`config.mk`:
```
export PLATFORM = sky130hd
export DESIGN_NAME = qpel_interp
export DESIGN_NICKNAME = d
export VERILOG_FILES = /design/src/rtl/qpel_pkg.sv /design/src/rtl/qpel_window.sv /design/src/rtl/qpel_tap_filter.sv /design/src/rtl/qpel_blend.sv /design/src/rtl/qpel_interp.sv
export SDC_FILE = /design/constraint.sdc
export NUM_CORES = 1
export LEC_CHECK = 0
export BUFFER_PORTS_ARGS = -buffer_cell sky130_fd_sc_hd__buf_2
export CAP_MARGIN = 20
export CORE_UTILIZATION = 58
export DETAILED_ROUTE_END_ITERATION = 16
export PLACE_DENSITY = 0.81
export SLEW_MARGIN = 20
export SYNTH_ARGS = -nofsm -noshare
export SYNTH_HDL_FRONTEND = slang
export SYNTH_SLANG_ARGS = --single-unit
```
`constraint.sdc`:
```
create_clock -name clk -period 8.3 [get_ports clk]
set_input_delay 1.66 -clock clk [delete_from_list [all_inputs] [get_ports clk]]
set_output_delay 1.66 -clock clk [all_outputs]
set_load 0.02 [all_outputs]
```
`src/rtl/qpel_pkg.sv`:
```
package qpel_pkg;

  localparam int QP_TAPS        = 4;
  localparam int QP_COEF_W      = 8;
  localparam int QP_SHIFT_HALF  = 4;
  localparam int QP_SHIFT_CUBIC = 6;
  localparam int QP_BIAS_HALF   = 8;
  localparam int QP_BIAS_CUBIC  = 32;

  typedef enum logic [1:0] {
    QP_COPY    = 2'd0,
    QP_QUARTER = 2'd1,
    QP_HALF    = 2'd2,
    QP_THREEQ  = 2'd3
  } qp_mode_e;

  typedef struct packed {
    qp_mode_e mode;
    logic     vert;
    logic     rnd;
    logic     avg;
  } qp_cfg_t;

  // weight of tap idx (0 = oldest sample of the window)
  function automatic logic signed [QP_COEF_W-1:0] qp_coef(qp_mode_e m, int idx);
    logic signed [QP_COEF_W-1:0] c;
    case (m)
      QP_QUARTER: begin
        case (idx)
          0:       c = -8'sd4;
          1:       c = 8'sd53;
          2:       c = 8'sd18;
          default: c = -8'sd3;
        endcase
      end
      QP_THREEQ: begin
        case (idx)
          0:       c = -8'sd3;
          1:       c = 8'sd18;
          2:       c = 8'sd53;
          default: c = -8'sd4;
        endcase
      end
      default: begin
        case (idx)
          0:       c = -8'sd1;
          1:       c = 8'sd9;
          2:       c = 8'sd9;
          default: c = -8'sd1;
        endcase
      end
    endcase
    return c;
  endfunction

  function automatic logic qp_is_bicubic(qp_mode_e m);
    return (m == QP_QUARTER) || (m == QP_THREEQ);
  endfunction

endpackage

```
`src/rtl/qpel_window.sv`:
```
module qpel_window
  import qpel_pkg::*;
#(
  parameter int PIX_W        = 8,
  parameter int OUT_PER_LINE = 8,
  parameter int LINES        = 8,
  parameter int TAPS         = QP_TAPS
) (
  input  logic                        clk,
  input  logic                        rst,
  input  logic                        adv,
  input  logic                        in_valid,
  input  logic [PIX_W-1:0]            in_pix,
  input  logic [PIX_W-1:0]            in_dst,
  input  qp_cfg_t                     cfg_in,
  output logic                        win_valid,
  output logic [TAPS-1:0][PIX_W-1:0]  win_pix,
  output logic [PIX_W-1:0]            win_dst,
  output logic                        win_last,
  output qp_cfg_t                     win_cfg
);

  localparam int LINE_LEN = OUT_PER_LINE + TAPS - 1;
  localparam int POS_W    = (LINE_LEN > 1) ? $clog2(LINE_LEN) : 1;
  localparam int LINE_W   = (LINES > 1) ? $clog2(LINES) : 1;

  logic [POS_W-1:0]                pos;
  logic [LINE_W-1:0]               line;
  logic [TAPS-2:0][PIX_W-1:0]      hist;
  qp_cfg_t                         cfg_q;
  logic                            take;
  logic                            first_beat;
  logic                            line_end;

  assign take       = adv && in_valid;
  assign first_beat = (pos == '0) && (line == '0);
  assign line_end   = (pos == POS_W'(LINE_LEN - 1));

  // position counters within the block
  always_ff @(posedge clk) begin
    if (rst) begin
      pos  <= '0;
      line <= '0;
    end else if (take) begin
      if (line_end) begin
        pos  <= '0;
        line <= (line == LINE_W'(LINES - 1)) ? '0 : line + 1'b1;
      end else begin
        pos <= pos + 1'b1;
      end
    end
  end

  // sample history, newest at index 0
  always_ff @(posedge clk) begin
    if (rst) begin
      hist <= '0;
    end else if (take) begin
      hist[0] <= in_pix;
      for (int i = 1; i < TAPS - 1; i++) hist[i] <= hist[i-1];
    end
  end

  // configuration held for the whole block
  always_ff @(posedge clk) begin
    if (rst)                      cfg_q <= '0;
    else if (take && first_beat)  cfg_q <= cfg_in;
  end

  // window register stage
  always_ff @(posedge clk) begin
    if (rst) begin
      win_valid <= 1'b0;
      win_last  <= 1'b0;
      win_dst   <= '0;
      win_cfg   <= '0;
    end else if (adv) begin
      win_valid <= take && (pos >= POS_W'(TAPS - 1));
      if (take) begin
        win_last <= line_end && (line == LINE_W'(LINES - 1));
        win_dst  <= in_dst;
        win_cfg  <= cfg_q;
      end
    end
  end

  for (genvar k = 0; k < TAPS; k++) begin : g_win
    always_ff @(posedge clk) begin
      if (rst) begin
        win_pix[k] <= '0;
      end else if (take) begin
        if (k == TAPS - 1) win_pix[k] <= in_pix;
        else               win_pix[k] <= hist[TAPS-2-k];
      end
    end
  end

  AST_CFG_HELD: assert property (@(posedge clk) disable iff (rst)
    !(take && first_beat) |=> $stable(cfg_q));

  AST_WIN_NEEDS_BEAT: assert property (@(posedge clk) disable iff (rst)
    $rose(win_valid) |-> $past(in_valid));

endmodule

```
`src/rtl/qpel_tap_filter.sv`:
```
module qpel_tap_filter
  import qpel_pkg::*;
#(
  parameter int PIX_W = 8,
  parameter int TAPS  = QP_TAPS,
  parameter int SUM_W = 16
) (
  input  logic [TAPS-1:0][PIX_W-1:0] win_pix,
  input  qp_mode_e                   mode,
  input  logic                       vert,
  input  logic                       rnd,
  output logic [PIX_W-1:0]           filt
);

  localparam logic signed [SUM_W-1:0] PIX_MAX = SUM_W'((1 << PIX_W) - 1);

  logic signed [QP_COEF_W-1:0] coef     [TAPS];
  logic signed [SUM_W-1:0]     pix_ext  [TAPS];
  logic signed [SUM_W-1:0]     coef_ext [TAPS];
  logic signed [SUM_W-1:0]     prod     [TAPS];
  logic signed [SUM_W-1:0]     acc;
  logic signed [SUM_W-1:0]     bias;
  logic signed [SUM_W-1:0]     biased;
  logic signed [SUM_W-1:0]     shifted;
  logic                        eff_rnd;
  logic                        cubic;

  for (genvar k = 0; k < TAPS; k++) begin : g_tap
    assign coef[k]     = qp_coef(mode, k);
    assign pix_ext[k]  = {{(SUM_W-PIX_W){1'b0}}, win_pix[k]};
    assign coef_ext[k] = {{(SUM_W-QP_COEF_W){coef[k][QP_COEF_W-1]}}, coef[k]};
    assign prod[k]     = pix_ext[k] * coef_ext[k];
  end

  assign eff_rnd = vert ? ~rnd : rnd;
  assign cubic   = qp_is_bicubic(mode);

  always_comb begin
    acc = '0;
    for (int k = 0; k < TAPS; k++) acc = acc + prod[k];
  end

  assign bias   = (cubic ? SUM_W'(QP_BIAS_CUBIC) : SUM_W'(QP_BIAS_HALF)) - SUM_W'(eff_rnd);
  assign biased = acc + bias;

  always_comb begin
    if (cubic) shifted = biased >>> QP_SHIFT_CUBIC;
    else       shifted = biased >>> QP_SHIFT_HALF;
  end

  always_comb begin
    if (shifted[SUM_W-1])        filt = '0;
    else if (shifted > PIX_MAX)  filt = '1;
    else                         filt = shifted[PIX_W-1:0];
  end

endmodule

```
`src/rtl/qpel_blend.sv`:
```
module qpel_blend #(
  parameter int PIX_W = 8
) (
  input  logic [PIX_W-1:0] filt,
  input  logic [PIX_W-1:0] dst,
  input  logic             avg,
  output logic [PIX_W-1:0] blended
);

  logic [PIX_W:0] total;

  assign total   = {1'b0, filt} + {1'b0, dst} + (PIX_W+1)'(1);
  assign blended = avg ? total[PIX_W:1] : filt;

endmodule

```
`src/rtl/qpel_interp.sv`:
```
module qpel_interp
  import qpel_pkg::*;
#(
  parameter int PIX_W        = 8,
  parameter int OUT_PER_LINE = 8,
  parameter int LINES        = 8,
  parameter int SUM_W        = 16
) (
  input  logic             clk,
  input  logic             rst,
  input  logic [1:0]       cfg_mode,
  input  logic             cfg_vert,
  input  logic             cfg_rnd,
  input  logic             cfg_avg,
  input  logic             in_valid,
  output logic             in_ready,
  input  logic [PIX_W-1:0] in_pix,
  input  logic [PIX_W-1:0] in_dst,
  output logic             out_valid,
  input  logic             out_ready,
  output logic [PIX_W-1:0] out_pix,
  output logic             out_last
);

  localparam int BLOCK_OUT = OUT_PER_LINE * LINES;
  localparam int OCNT_W    = (BLOCK_OUT > 1) ? $clog2(BLOCK_OUT) : 1;

  logic                             adv;
  qp_cfg_t                          cfg_in;
  logic                             win_valid;
  logic [QP_TAPS-1:0][PIX_W-1:0]    win_pix;
  logic [PIX_W-1:0]                 win_dst;
  logic                             win_last;
  qp_cfg_t                          win_cfg;
  logic [PIX_W-1:0]                 filt;
  logic [PIX_W-1:0]                 blended;
  logic [OCNT_W-1:0]                ocnt;

  assign adv      = !out_valid || out_ready;
  assign in_ready = adv;

  assign cfg_in.mode = qp_mode_e'(cfg_mode);
  assign cfg_in.vert = cfg_vert;
  assign cfg_in.rnd  = cfg_rnd;
  assign cfg_in.avg  = cfg_avg;

  qpel_window #(
    .PIX_W        (PIX_W),
    .OUT_PER_LINE (OUT_PER_LINE),
    .LINES        (LINES),
    .TAPS         (QP_TAPS)
  ) u_window (
    .clk       (clk),
    .rst       (rst),
    .adv       (adv),
    .in_valid  (in_valid),
    .in_pix    (in_pix),
    .in_dst    (in_dst),
    .cfg_in    (cfg_in),
    .win_valid (win_valid),
    .win_pix   (win_pix),
    .win_dst   (win_dst),
    .win_last  (win_last),
    .win_cfg   (win_cfg)
  );

  qpel_tap_filter #(
    .PIX_W (PIX_W),
    .TAPS  (QP_TAPS),
    .SUM_W (SUM_W)
  ) u_filter (
    .win_pix (win_pix),
    .mode    (win_cfg.mode),
    .vert    (win_cfg.vert),
    .rnd     (win_cfg.rnd),
    .filt    (filt)
  );

  qpel_blend #(
    .PIX_W (PIX_W)
  ) u_blend (
    .filt    (filt),
    .dst     (win_dst),
    .avg     (win_cfg.avg),
    .blended (blended)
  );

  // registered output stage
  always_ff @(posedge clk) begin
    if (rst) begin
      out_valid <= 1'b0;
      out_pix   <= '0;
      out_last  <= 1'b0;
    end else if (adv) begin
      out_valid <= win_valid;
      if (win_valid) begin
        out_pix  <= blended;
        out_last <= win_last;
      end
    end
  end

  // count of results taken within the current block
  always_ff @(posedge clk) begin
    if (rst) begin
      ocnt <= '0;
    end else if (out_valid && out_ready) begin
      ocnt <= (ocnt == OCNT_W'(BLOCK_OUT - 1)) ? '0 : ocnt + 1'b1;
    end
  end

  AST_OUT_HOLD: assert property (@(posedge clk) disable iff (rst)
    out_valid && !out_ready |=> out_valid && $stable(out_pix) && $stable(out_last));

  AST_LAST_POSITION: assert property (@(posedge clk) disable iff (rst)
    out_valid && out_last |-> ocnt == OCNT_W'(BLOCK_OUT - 1));

  AST_AVG_RANGE: assert property (@(posedge clk) disable iff (rst)
    win_valid && win_cfg.avg |->
      ((blended >= filt && blended <= win_dst) || (blended <= filt && blended >= win_dst)));

  AST_PUT_PASS: assert property (@(posedge clk) disable iff (rst)
    win_valid && !win_cfg.avg |-> blended == filt);

  AST_RESULT_SOURCE: assert property (@(posedge clk) disable iff (rst)
    $rose(out_valid) |-> $past(win_valid));

endmodule

```
==> results.toml, run 1 <==
[job]
max_cap_viol_count = 0

[worst_hold_path]
hp-class = "register to register"
min-delay-start = "u_window.cfg_q[2]"
hold_path_depth = 2

[final_layout]
antennaDiodeCount = 0
drive_gt1_frac = 0.262
nets = 1464
syn_to_final_growth_pct = 24.8
final_common_cell = "inv_1"
mostFrequentLayoutCells = "inv_1, nand2_1, buf_4"

[floorplan]
coreArea_um2 = 15200
fp-row-count = 45
die_area_um2 = 16100
pin_count = 36
dieWidth_um = 127
fp.dieH_um = 127
start_util = 0.594

[critical_path]
startpoint = "u_window.win_cfg[3]"
crit_type = "register to register"
worstPathArrival_ns = 9.02
required_ns = 8.55
crit_slowest_cell = "fa_1"
r2r-start = "u_window.win_cfg[3]"
critPathMaxStageDelay_ns = 0.56
reg2reg_depth = 40
crit_path_end_kind = "register"
start_kind = "register"
cp_max_fo = 8

[clocking]
clkSinkCount = 69
cts_root_buf = "clkbuf_16"
cts.clk_slew.worst_paths_ns = 0.06
ctsHoldBuffers = 0
ctsHtreeMaxLevel = 3
cts_buffers = 9
clk_path_buf_depth = 2
insertion_delay_ns = 0.35
cts_tree = "built"

[power_and_ir_drop]
leakagePower_nw = 5.59
power_w = 0.00500
ir_worst_vdd_v = 0.000495
p_per_area_nw_per_um2 = 444
combPwrFrac = 0.856
switchingPower_w = 0.00239
p_int_w = 0.00261
seqPwrFrac = 0.071
clkPwrFrac = 0.073
switching_share = 0.479

[route]
drtPass1Iterations = 5
drc = 0
avgViaCountPerCell = 5.70
drt_iter0_markers = 602
wirelength_mm = 25.2
wl_per_cell_um = 17.9
ant_nets = 0
vias = 8046

[timing]
skew_ns = 0.00818
tns_ns = -1.76
rsz0062_at_grt = "true"
slew_viol_final = 0
fin_crit_sh = 1.06
hold_viol = 0
post-route-min-period_ns = 8.76
slew-limit-headroom = 0.328
fmax_ghz = 0.114
setup_violations = 6
worst_pin_slew_ns = 1.01
fin_ws_ns = -0.463

[place]
place.gp.congestion = 0.908
pre_cts_slack_ns = -0.367
dp_hpwl_mm = 16.7
port_buffers = 35

[outcome]
status = "finished with violations"
failed_checks = "setup timing"

[synthesis]
ys_warn_count = 0
synth_ff_type = "dfxtp_1"
yosysSeqAreaShare = 0.153
synth_edf_count = 0
ys_types = 70
synth_nets = 1322
syn_avg_cell_area_um2 = 8.39
netlist_area_um2 = 9030
async_flop_share = 0
ys_ff_latch = 69
postSynthCellCount = 1076

[global_route]
grt_pass1_wl_mm = 37.3
grt_antenna_before_repair = 0
grt_start_max_net_pins = 71
overflow = 0
track_usage = 0.294
grt_pass1_vias = 7996
## worst max-delay path, delay by kind of cell, from the launching register on
| family | cells | cell delay [ns] |
|---|---|---|
| compound gates | 14 | 2.40 |
| xor+xnor | 2 | 0.34 |
| fa+ha+maj | 9 | 3.55 |
| buf+inv | 9 | 0.82 |
| flops | 1 | 0.38 |
| mux | 1 | 0.08 |
| simple gates | 5 | 1.10 |
## power groups by stage
stage | Combinational (W) | Sequential [W] | Clock [W]
2_1_floorplan | 0.00211 | 0.000358 | 0
3_3_place_gp | 0.00303 | 0.000360 | 0
3_5_place_dp | 0.00313 | 0.000361 | 0
4_1_cts | 0.00333 | 0.000354 | 0.000362
5_1_grt | 0.00457 | 0.000356 | 0.000377
6_report | 0.00428 | 0.000355 | 0.000363
## through the flow
| step | instance area (um^2) | hold WS, ns | std cells | util |
|---|---|---|---|---|
| 2_1_floorplan | 9240 | 0.424 | 1076 | - |
| 3_3_place_gp | 10200 | 0.439 | 1364 | 0.671 |
| 3_5_place_dp | 10200 | 0.444 | 1364 | 0.671 |
| 4_1_cts | 10700 | 0.455 | 1391 | 0.705 |
| 5_1_grt | 11300 | 0.471 | 1411 | 0.741 |
| 6_report | 11300 | 0.457 | 1411 | 0.741 |
## cell usage after synthesis (16+ instances only)
| master | n | area [um^2] |
|---|---|---|
| dfxtp_1 | 69 | 1380 |
| xnor2_1 | 29 | 254 |
| fa_1 | 96 | 1920 |
| a21oi_1 | 90 | 450 |
| and2_1 | 22 | 138 |
| clkbuf_1 | 30 | 113 |
| nor2b_1 | 22 | 138 |
| nor2_1 | 47 | 176 |
| xor2_1 | 16 | 140 |
| inv_1 | 186 | 698 |
| o21ai_0 | 20 | 100 |
| ha_1 | 125 | 1560 |
| nand2_1 | 142 | 533 |
| nand2b_1 | 33 | 206 |
## layout make-up
type | instances | area [um^2]
multi-input combinational | 783 | 7410
sequential | 69 | 1390
timing repair buffer | 169 | 1260
clock inverter | 6 | 47.5
fill | 1008 | 3930
clock buffer | 10 | 229
tap | 188 | 235
inverter | 186 | 698
## registers in the layout, indices dropped and copies added (netlist names)
signal              flops
u_window.win_dst        8
out_pix                 8
u_window.win_last       1
u_window.line           3
u_window.pos            4
out_last                1
u_window.win_pix       32
u_window.cfg_q          5
u_window.win_cfg        5
out_valid               1
u_window.win_valid      1
## path summary, 6_finish.rpt
path / end / slack (ns)
worst max-delay path: out_pix[5] / -0.46
worst min-delay path: u_window.win_cfg[2] / 0.46
worst max register to register: out_pix[5] / -0.46
worst min register to register: u_window.win_cfg[2] / 0.46
## cell families after synthesis
| family | after synthesis | share of synthesized area |
|---|---|---|
| fa+ha+maj | 221 | 0.386 |
| compound gates | 173 | 0.124 |
| flops | 69 | 0.153 |
| xor+xnor | 46 | 0.0455 |
| other cells | 1 | 0.000415 |
| mux | 14 | 0.0158 |
| simple gates | 328 | 0.179 |
| buf+inv | 224 | 0.0966 |
## timing repair
item	4_1_cts	5_1_grt
gates cloned	1	0
buffers inserted	10	20
setup endpoints to repair	6	8
pin swaps	15	76
resized for setup	29	88
## layer usage
| layer | track usage | routed length (um) | vias to the layer above |
|---|---|---|---|
| li1 | - | - | 3726 |
| met1 | 0.330 | 9210 | 3895 |
| met2 | 0.540 | 13200 | 312 |
| met3 | 0.0422 | 1300 | 113 |
| met4 | 0.151 | 1510 | 0 |
| met5 | 0 | 0 | - |
Note: power is estimated with default switching activity, not from simulation.
==> inputs of run 2 (changes only) <==
--- a/config.mk
+++ b/config.mk
@@ -7,6 +7,7 @@
 export LEC_CHECK = 0
 export BUFFER_PORTS_ARGS = -buffer_cell sky130_fd_sc_hd__buf_2
 export CAP_MARGIN = 20
+export CORE_ASPECT_RATIO = 1.75
 export CORE_UTILIZATION = 58
 export DETAILED_ROUTE_END_ITERATION = 16
 export PLACE_DENSITY = 0.81
==> run 2 against run 1 <==
Compared with the run above:
- the flow still finishes with violations (setup timing)
- sequential power about the same
- worst setup slack gained 0.15 ns
- first-iteration DRC count shrank 38%
- maximum frequency up 1.7%
- critical endpoint is now out_pix[6]
==> results.toml, run 2 (same netlist as run 1, synthesis figures left out) <==
[route]
route.met3.wl_um = 753
wl_per_cell_um = 17.5
wl_met1_mm = 8.04
top_layer = "met4"
avgViaCountPerCell = 5.65
wirelength_mm = 24.5
drt_iter0_markers = 374
drc = 0
ant_nets = 0
wl_met2_mm = 13.5
vias = 7897
drtPass1Iterations = 6

[critical_path]
start_kind = "register"
r2r-start = "u_window.win_cfg[3]"
cp-endpoint = "out_pix[6]"
worstPathArrival_ns = 8.88
critPathMaxStageDelay_ns = 0.60
crit_type = "register to register"
r2r-end = "out_pix[6]"
cp_max_fo = 8
reg2reg_depth = 41
startpoint = "u_window.win_cfg[3]"
required_ns = 8.56
crit_path_end_kind = "register"
reg2reg_setup_slack_ns = -0.32
crit_slowest_cell = "fa_2"
crit_top_cell = "inv_2"

[timing]
slew_viol_final = 0
hold-worst-slack_ns = 0.460
fmax_ghz = 0.116
tns_ns = -1.40
fin_ws_ns = -0.317
fin_crit_sh = 1.04
rsz0062_at_grt = "true"
post-route-min-period_ns = 8.62
worst_pin_slew_ns = 1.04
setup_violations = 7
hold_viol = 0
skew_ns = 0.00490
slew-limit-headroom = 0.307

[clocking]
cts_buffers = 9
clk_path_buf_depth = 2
clkSinkCount = 69
cts_tree = "built"
insertion_delay_ns = 0.35
cts.clk_slew.worst_paths_ns = 0.06
ctsHoldBuffers = 0
cts_root_buf = "clkbuf_16"
ctsHtreeMaxLevel = 3

[final_layout]
final_common_cell = "inv_1"
fillCellCount = 1084
largest_reg_flops = 32
drive_gt1_frac = 0.230
antennaDiodeCount = 0
mostFrequentLayoutCells = "inv_1, nand2_1, ha_1"
final_util = 0.716
top_register = "u_window.win_pix"
syn_to_final_growth_pct = 21.4
nets = 1453
largestRegisters = "u_window.win_pix x32, out_pix x8, u_window.win_dst x8"

[global_route]
grt_antenna_before_repair = 0
grt_start_max_net_pins = 71
track_usage = 0.317
overflow = 0
grt_pass1_wl_mm = 38.8
grt_pass1_vias = 8305

[outcome]
status = "finished with violations"
failed_checks = "setup timing"

[power_and_ir_drop]
leakagePower_nw = 5.48
ir_worst_vdd_v = 0.000764
p_per_area_nw_per_um2 = 418

[floorplan]
fp-row-count = 60
pin_count = 36
fp.dieH_um = 167
coreArea_um2 = 15300
dieWidth_um = 96.3
start_util = 0.590
die_area_um2 = 16100

[job]
max_cap_viol_count = 0

[place]
place.gp.congestion = 0.938
dp_hpwl_mm = 18.1
pre_cts_slack_ns = -0.445
port_buffers = 35

[worst_hold_path]
hp-class = "register to register"
run 2: changes by cell type in the layout (fill, tap and decap cells not counted), moves of 3 or more:
cell	change
buf_4	-7
inv_1	+6
inv_2	-6
buf_6	-5
ha_1	+5
nand2b_1	+4
nand2b_4	-4
a21oi_1	+3
a21oi_4	-3
ha_4	-3
o21ai_2	-3
run 2: worst min path at each step:
stage / start / endpoint / slack [ns] / cells past startpoint
6_report: u_window.win_last / out_last / 0.46 / 2
5_1_grt: out_pix[7] / out_pix[7] / 0.48 / 2
4_1_cts: u_window.cfg_q[0] / u_window.win_cfg[0] / 0.46 / 2
3_5_place_dp: u_window.cfg_q[0] / u_window.win_cfg[0] / 0.45 / 2
3_3_place_gp: out_last / out_last / 0.44 / 2
2_1_floorplan: u_window.cfg_q[3] / u_window.win_cfg[3] / 0.42 / 2
run 2: metal layers:
metal	vias to the layer above	track usage
li1	3710	-
met3	135	0.0338
met1	3805	0.309
met2	247	0.585
met5	-	0
met4	0	0.235
run 2: repair_timing:
item	CTS	global route
cloned	0	1
setup endpoints to repair	7	8
buffers inserted	8	9
gates resized for setup	30	37
pin swaps	31	41
run 2: cell type report:
type / count / area (um^2) / area share
Timing Repair Buffer: 158 / 1170 / 0.106
Clock buffer: 9 / 225 / 0.0205
Inverter: 186 / 698 / 0.0637
Tap cell: 186 / 233 / 0.0212
Sequential cell: 69 / 1390 / 0.127
Multi-Input combinational cell: 783 / 7190 / 0.656
Clock inverter: 7 / 65.1 / 0.00593
run 2: worst max-delay path, delay by kind of cell (launching register included):
family | cells | cell delay (ns)
adders and majority gates | 9 | 3.30
buffers and inverters | 11 | 1.01
AOI/OAI and AO/OA | 12 | 2.27
and+or+nand+nor | 7 | 1.30
xor gates and xnor gates | 1 | 0.08
DFF | 1 | 0.39
muxes | 1 | 0.19
run 2: report_power, final:
group,total (W),switching [W],internal [W]
Combinational,0.00384,0.00200,0.00184
Sequential,0.000354,0.0000129,0.000342
Clock,0.000385,0.000174,0.000210
Total,0.00458,0.00219,0.00239
run 2: stage by stage:
stage                     instances  cell area, um^2  total power [W]
after floorplan                1076             9240          0.00247
after global placement         1366            10200          0.00351
after detailed placement       1366            10200          0.00360
after CTS                      1390            10700          0.00422
after global routing           1398            11000          0.00489
final                          1398            11000          0.00458
